`src/rtl/lpl_pkg.sv`:
```
// Package: shared constants of the light pen position latch.
// Assumes a 3-bit I/O port space with five decoded ports.
package lpl_pkg;
    localparam int LPL_ADDR_W = 3;
    localparam int LPL_DATA_W = 8;
    localparam logic [LPL_ADDR_W-1:0] PORT_RELEASE = 3'd0;
    localparam logic [LPL_ADDR_W-1:0] PORT_ARM     = 3'd1;
    localparam logic [LPL_ADDR_W-1:0] PORT_HIGH    = 3'd2;
    localparam logic [LPL_ADDR_W-1:0] PORT_LOW     = 3'd3;
    localparam logic [LPL_ADDR_W-1:0] PORT_STATUS  = 3'd4;
endpackage

```
`src/rtl/lpl_pen_sync.sv`:
```
// Module: synchronises the asynchronous pen input and emits a one-cycle
// pulse on each rising edge. Assumes STAGES >= 2.
module lpl_pen_sync #(
    parameter int STAGES = 2
) (
    input  logic clk,
    input  logic rst_n,
    input  logic pen_in,
    output logic pen_rise
);
    logic [STAGES-1:0] sync_q;
    logic              last_q;

    // Shift the pen level through the synchroniser and keep the prior level.
    always_ff @(posedge clk) begin
        if (!rst_n) begin
            sync_q <= '0;
            last_q <= 1'b0;
        end else begin
            sync_q <= {sync_q[STAGES-2:0], pen_in};
            last_q <= sync_q[STAGES-1];
        end
    end

    assign pen_rise = sync_q[STAGES-1] & ~last_q;


    rise_single_chk: assert property (@(posedge clk) disable iff (!rst_n)
        pen_rise |=> !pen_rise);
endmodule

```
`src/rtl/lpl_strobe_ctl.sv`:
```
// Module: strobe flag and held position register. Captures the live
// counter on the first strobe and holds it; release has priority.
module lpl_strobe_ctl #(
    parameter int POS_W = 14
) (
    input  logic             clk,
    input  logic             rst_n,
    input  logic             set_req,
    input  logic             clr_req,
    input  logic             pen_rise,
    input  logic [POS_W-1:0] disp_addr,
    output logic             flag_q,
    output logic [POS_W-1:0] pos_q
);
    logic take;
    assign take = ~flag_q & (set_req | pen_rise);

    // Update the flag and the held position.
    always_ff @(posedge clk) begin
        if (!rst_n) begin
            flag_q <= 1'b0;
            pos_q  <= '0;
        end else if (clr_req) begin
            flag_q <= 1'b0;
        end else if (take) begin
            flag_q <= 1'b1;
            pos_q  <= disp_addr;
        end
    end


    arm_capture_chk: assert property (@(posedge clk) disable iff (!rst_n)
        (!flag_q && set_req && !clr_req) |=> (flag_q && pos_q == $past(disp_addr)));

    release_chk: assert property (@(posedge clk) disable iff (!rst_n)
        clr_req |=> (!flag_q && $stable(pos_q)));

    hold_pos_chk: assert property (@(posedge clk) disable iff (!rst_n)
        (flag_q && !clr_req) |=> (flag_q && $stable(pos_q)));

    release_wins_chk: assert property (@(posedge clk) disable iff (!rst_n)
        (clr_req && pen_rise) |=> !flag_q);
endmodule

```
`src/rtl/lpl_bus_if.sv`:
```
// Module: decodes the I/O bus into arm/release requests and builds the
// read data from the held state. Write data is not used.
module lpl_bus_if
    import lpl_pkg::*;
#(
    parameter int POS_W = 14
) (
    input  logic                  clk,
    input  logic                  rst_n,
    input  logic [LPL_ADDR_W-1:0] bus_addr,
    input  logic                  bus_rd,
    input  logic                  bus_wr,
    input  logic                  flag_q,
    input  logic [POS_W-1:0]      pos_q,
    output logic                  set_req,
    output logic                  clr_req,
    output logic [LPL_DATA_W-1:0] bus_rdata
);
    localparam int HI_W = POS_W - LPL_DATA_W;

    logic access;
    assign access  = bus_rd | bus_wr;
    assign set_req = access && (bus_addr == PORT_ARM);
    assign clr_req = access && (bus_addr == PORT_RELEASE);

    // Select the read byte for the addressed port.
    always_comb begin
        bus_rdata = '0;
        if (bus_rd) begin
            case (bus_addr)
                PORT_HIGH:   bus_rdata = {{(LPL_DATA_W-HI_W){1'b0}}, pos_q[POS_W-1:LPL_DATA_W]};
                PORT_LOW:    bus_rdata = pos_q[LPL_DATA_W-1:0];
                PORT_STATUS: bus_rdata = {{(LPL_DATA_W-1){1'b0}}, flag_q};
                default:     bus_rdata = '0;
            endcase
        end
    end


    idle_rdata_chk: assert property (@(posedge clk) disable iff (!rst_n)
        !bus_rd |-> (bus_rdata == '0));
endmodule

```
`src/rtl/pen_pos_latch.sv`:
```
// Module: top of the light pen position latch. Joins the pen synchroniser,
// the strobe control and the bus decoder. Assumes 8 < POS_W <= 16.
module pen_pos_latch
    import lpl_pkg::*;
#(
    parameter int POS_W       = 14,
    parameter int SYNC_STAGES = 2
) (
    input  logic                  clk,
    input  logic                  rst_n,
    input  logic [LPL_ADDR_W-1:0] bus_addr,
    input  logic                  bus_rd,
    input  logic                  bus_wr,
    output logic [LPL_DATA_W-1:0] bus_rdata,
    input  logic [POS_W-1:0]      disp_addr,
    input  logic                  pen_in
);
    logic             pen_rise;
    logic             set_req;
    logic             clr_req;
    logic             flag_q;
    logic [POS_W-1:0] pos_q;

    lpl_pen_sync #(.STAGES(SYNC_STAGES)) u_sync (
        .clk(clk), .rst_n(rst_n), .pen_in(pen_in), .pen_rise(pen_rise)
    );

    lpl_strobe_ctl #(.POS_W(POS_W)) u_ctl (
        .clk(clk), .rst_n(rst_n), .set_req(set_req), .clr_req(clr_req),
        .pen_rise(pen_rise), .disp_addr(disp_addr),
        .flag_q(flag_q), .pos_q(pos_q)
    );

    lpl_bus_if #(.POS_W(POS_W)) u_bus (
        .clk(clk), .rst_n(rst_n), .bus_addr(bus_addr), .bus_rd(bus_rd),
        .bus_wr(bus_wr), .flag_q(flag_q), .pos_q(pos_q),
        .set_req(set_req), .clr_req(clr_req), .bus_rdata(bus_rdata)
    );
endmodule

```
`config.mk`:
```
export PLATFORM = sky130hd
export DESIGN_NAME = pen_pos_latch
export DESIGN_NICKNAME = d
export VERILOG_FILES = /design/src/rtl/lpl_pkg.sv /design/src/rtl/lpl_pen_sync.sv /design/src/rtl/lpl_strobe_ctl.sv /design/src/rtl/lpl_bus_if.sv /design/src/rtl/pen_pos_latch.sv
export SDC_FILE = /design/constraint.sdc
export NUM_CORES = 1
export LEC_CHECK = 0
export ABC_AREA = 1
export BUFFER_PORTS_ARGS = -buffer_cell sky130_fd_sc_hd__buf_4
export CORE_ASPECT_RATIO = 1.1
export CORE_UTILIZATION = 54
export DETAILED_ROUTE_END_ITERATION = 16
export GPL_TIMING_DRIVEN = 0
export HOLD_SLACK_MARGIN = 0.05
export PLACE_DENSITY = 0.82
export SYNTH_ARGS = -nofsm -noshare
export SYNTH_HDL_FRONTEND = slang
export SYNTH_SLANG_ARGS = --single-unit
```
`constraint.sdc`:
```
create_clock -name clk -period 2.5 [get_ports clk]
set_clock_uncertainty 0.1 [all_clocks]
set_input_delay 0.375 -clock clk [delete_from_list [all_inputs] [get_ports clk]]
set_output_delay 0.375 -clock clk [all_outputs]
set_load 0.01 [all_outputs]
```
* Word-level counts from Yosys, hierarchy flattened
Index checks and enable logic that the tools add are counted.
** Operators by class
- Add/subtract/negate cells :: 0
- Multiply operators :: 0
- Div/mod/pow operators :: 0
- Order comparisons :: 0
- Equality and inequality tests :: 4
- Shifts and indexed selects :: 0
- Muxes and demuxes :: 2
- Bitwise operators :: 8
- Reductions and logical operators :: 5
** Operator list (count)
- 8-bit case mux with 3 select lines :: 1
- 8-bit 2-to-1 mux :: 1
- 3-bit by 2-bit == test with 1-bit output, second input constant :: 2
- 1-bit inverter :: 4
- 3-bit by 1-bit == test with 1-bit output, second input constant :: 1
- 3-bit == test, second input constant :: 1
- 3-bit logical NOT :: 1
- 1-bit AND :: 2
- 1-bit logical AND :: 2
- 1-bit OR :: 2
- 2-bit AND reduction :: 1
- 2-bit OR reduction :: 1
** Storage, ports and cells
- Register bits :: 18
- Bits in latches :: 0
- Bits in writable memories :: 0
- ROM bits :: 0
- Output and inout port bits :: 8
- Memories :: 0

* Depth between registers and ports, before layout
- Depth after elaboration :: 5
- Depth in mapped cells :: 9

* By module
Synthesis repeated with hierarchy kept, for this count alone.
** Second synthesis, totals
- Cells, all modules :: 144
- Area total of the unflattened synthesis :: 994.7 µm²
** Modules (own cells, without submodules)
- lpl_strobe_ctl :: times used 1, cells an instance 97, area an instance 704.4 µm²
- lpl_bus_if :: times used 1, cells an instance 36, area an instance 197.7 µm²
- lpl_pen_sync :: times used 1, cells an instance 11, area an instance 92.6 µm²

* Worst setup path before layout
Ideal clock, no wire load.
- Path kind :: input to output
- Start :: input port bus_addr[1]
- End :: output port bus_rdata[0]
- Arrival :: 1.017 ns
- Data required time :: 2.025 ns
- Path slack :: 1.008 ns
- Stages :: 4
- Buffers on the path :: 0
- Path through :: inv_1 > nor3_2 > nand2_1 > a31oi_1
** On the way
- Word-level cells in the longest chain between the ends :: 3
** RTL lines
- from (decl) :: line pen_pos_latch.sv:11 : input logic [LPL_ADDR_W-1:0] bus_addr,
- 3-bit == test or 3-bit by 2-bit == test with 1-bit output (tied branches) :: line lpl_bus_if.sv:30 : case (bus_addr)
- 8-bit case mux with 3 select lines * :: line lpl_bus_if.sv:30
- 8-bit 2-to-1 mux * :: line lpl_bus_if.sv:29 : if (bus_rd) begin
- to (decl) :: line pen_pos_latch.sv:14 : output logic [LPL_DATA_W-1:0] bus_rdata,
Every way passes the cells marked *; elsewhere a longest branch is shown, timed or not.

* Worst setup path in the final report
- Start :: input port bus_addr[0]
- End :: output port bus_rdata[2]
The elaborated chain is that of the path after synthesis.

==> flow_summary.toml <==
[global_routing]
antenna_found_initial = 0
grt_pass1_wl_microns = 3950
grt_usage = 0.246
grt_pass1_vias = 972
grt_overflow = 0
grt_max_degree = 11

[floorplanning]
die_h_microns = 48.8
die_x_microns = 44.5
dieArea_sq_mm = 0.00217
fp.coreArea_sq_mm = 0.00182
std_cell_rows = 16
num_io_pins = 30
start_util = 0.589

[pwr]
internal_power_w = 0.000477
swShare = 0.287
clock_power_share = 0.272
power.leakage_nw = 0.672
p_seq_frac = 0.479
ir_drop_uv = 368
power_frac_comb = 0.249
p_switching_w = 0.000191
power.density_mw_per_mm2 = 494

[drt]
routed_wirelength_microns = 2290
first_iter_violations = 16
vias_per_cell = 4.84
ant_nets = 0
drc = 0
firstDrtPassIters = 4
dr_total_vias = 964
avgRoutedWirePerCell_microns = 11.5

[final_layout]
final_util = 0.743
nFillCells = 162
drive_above_1_share = 0.372
nNetsFinal = 195
antenna_cells = 0
syn_to_final_growth_pct = 26.1
instances_no_fill = 199

[place]
gp_congestion = 0.739
dp_slack_ns = 0.683
dp.cells = 195
dp_hpwl_microns = 1690
portBuffers = 28

[hold_path]
hold_depth = 3
hold_path.class = "in2reg"
holdPathEnd = "u_sync.sync_q[0]$_SDFF_PN0_"
min_from = "pen_in"

[clock_tree]
clock_sinks = 18
cts.path.max_buffers = 2
htreeDepth = 1
postCtsHoldBufs = 0
post_cts_resized = 0
clk_latency_ns = 0.30
cts_tree = "done"
root_buffer = "clkbuf_4"
cts_buffers = 3
clk_pin_slew_ns = 0.11
cts_setup_buffers = 0

[logic_synthesis]
synth-seq-cells = 18
ys_warn_count = 0
syn-cell-area_sq_mm = 0.00107
ys_seq_area_frac = 0.336
synthDistinctLibCells = 22
syn_inst = 140
synth_fp_nets = 162
synth_area_per_cell_sq_um = 7.67

[setup_path]
rr_endpoint = "u_ctl.pos_q[12]$_SDFFE_PN0P_"
r2r_slack_ns = 1.27
worstPathMaxFanout = 6
cp.required_ns = 2.03
rr_startpoint = "u_sync.last_q$_SDFF_PN0_"
cp.arrival_ns = 1.35
path_class = "in2out"
critPathCaptureType = "output pin"
rr_worst_depth = 6
setup.worst_path.start_class = "input pin"

[sta]
min_period_over_period = 0.730
relSlewSlack = 0.685
setup_slack_ns = 0.674
fin_crit_ns = 1.83
slew_violations = 0
fmax_ghz = 0.548
worst_pin_slew_ns = 0.469
tns_ns = 0
setup_violations = 0
rsz0062_at_grt = "no"
hold_viol_final = 0

[flow_run]
drv_cap = 0

[run_status]
outcome = "complete, no violations"
[power by group through the flow]
stage | Combinational (W) | Sequential (W) | Clock [W]
final | 0.000166 | 0.000320 | 0.000181
after global routing | 0.000183 | 0.000323 | 0.000199
after CTS | 0.000168 | 0.000320 | 0.000181
after detailed placement | 0.000167 | 0.000327 | 0
after global placement | 0.000162 | 0.000326 | 0
after floorplan | 0.000118 | 0.000324 | 0
[flip-flops by register name (all words and copies together) (netlist names)]
register and flops:
u_ctl.flag_q 1, u_sync.last_q 1, u_ctl.pos_q 14, u_sync.sync_q 2
[worst max-delay path by stage]
| stage | from | depth (start not counted) | end | slack (ns) |
|---|---|---|---|---|
| detailed placement | bus_addr[0] | 5 | bus_rdata[5] | 0.68 |
| global placement | bus_addr[0] | 5 | bus_rdata[2] | 0.72 |
| global route | bus_addr[0] | 5 | bus_rdata[5] | 0.59 |
| CTS | bus_addr[0] | 5 | bus_rdata[2] | 0.67 |
| floorplan | bus_addr[1] | 4 | bus_rdata[0] | 1.01 |
| finish | bus_addr[0] | 5 | bus_rdata[2] | 0.67 |
[cells in the mapped netlist]
| library cell | instances | area [sq um] |
|---|---|---|
| nand2_4 | 1 | 11.3 |
| a22oi_1 | 5 | 37.5 |
| buf_12 | 4 | 80.1 |
| nand2_8 | 1 | 20.0 |
| nor2_2 | 1 | 6.26 |
| nand3_2 | 7 | 70.1 |
| nor3_2 | 1 | 10.0 |
| nand3_4 | 1 | 17.5 |
| inv_4 | 1 | 6.26 |
| a31oi_1 | 1 | 6.26 |
| a21oi_1 | 5 | 25.0 |
| inv_1 | 23 | 86.3 |
| a21oi_2 | 9 | 78.8 |
| inv_2 | 3 | 11.3 |
| clkbuf_1 | 1 | 3.75 |
| nand3_1 | 11 | 55.1 |
| nand2_1 | 23 | 86.3 |
| nor2_1 | 21 | 78.8 |
| nand2_2 | 1 | 6.26 |
| dfxtp_1 | 18 | 360 |
| nor2_4 | 1 | 11.3 |
| buf_2 | 1 | 5.00 |
[area by class of cell]
type,count,area [sq um],share of cell area
Buffer,6,88.8,0.0656
Clock buffer,4,36.3,0.0268
Inverter,27,104,0.0767
Multi-Input combinational cell,89,520,0.384
Sequential cell,18,360,0.266
Tap cell,27,33.8,0.0250
Timing Repair Buffer,28,210,0.155
[per-stage QoR]
step / power (W) / area [sq um] / hold slack, ns
final: 0.000668 / 1350 / 0.161
after global routing: 0.000705 / 1350 / 0.164
after CTS: 0.000668 / 1350 / 0.167
after detailed placement: 0.000494 / 1320 / 0.330
after global placement: 0.000487 / 1320 / 0.294
after floorplan: 0.000442 / 1070 / 0.290
[cell usage in the layout, fill, tap and decap left out]
cell      Yosys  routed
nand3_2       7       7
nor2_1       21      21
inv_4         1       1
nand3_4       1       1
a21oi_2       9       9
a22oi_1       5       5
clkbuf_1      1       1
buf_2         1       1
inv_2         3       3
nor2_4        1       1
a21oi_1       5       5
buf_12        4       4
inv_1        23      23
nand3_1      11      11
nor3_2        1       1
nand2_8       1       1
a31oi_1       1       1
clkbuf_4      0       3
nand2_1      23      23
dfxtp_1      18      18
buf_4         0      28
nor2_2        1       1
nand2_4       1       1
nand2_2       1       1
clkbuf_8      0       1
[cell families (layout without fill, tap and decap cells)]
family | after synthesis | count (layout) | share of synthesized area
and+or+nand+nor | 69 | 69 | 0.347
buffers and inverters | 33 | 65 | 0.179
AOI/OAI and AO/OA | 20 | 20 | 0.138
DFF | 18 | 18 | 0.336
[critical path, cell delays in order]
cell and delay, ns:
buf_4 0.12, nor3_2 0.42, a22oi_1 0.17, nor2_1 0.13, buf_4 0.13
[per-layer routing]
metal | global-route usage | part of all wire | vias to the layer above
met5 | 0 | 0 | -
met4 | 0.101 | 0.010 | 0
met3 | 0.0448 | 0.038 | 4
met2 | 0.419 | 0.50 | 28
met1 | 0.296 | 0.45 | 429
li1 | - | - | 503
No activity file was read; power rests on OpenSTA's default activity.
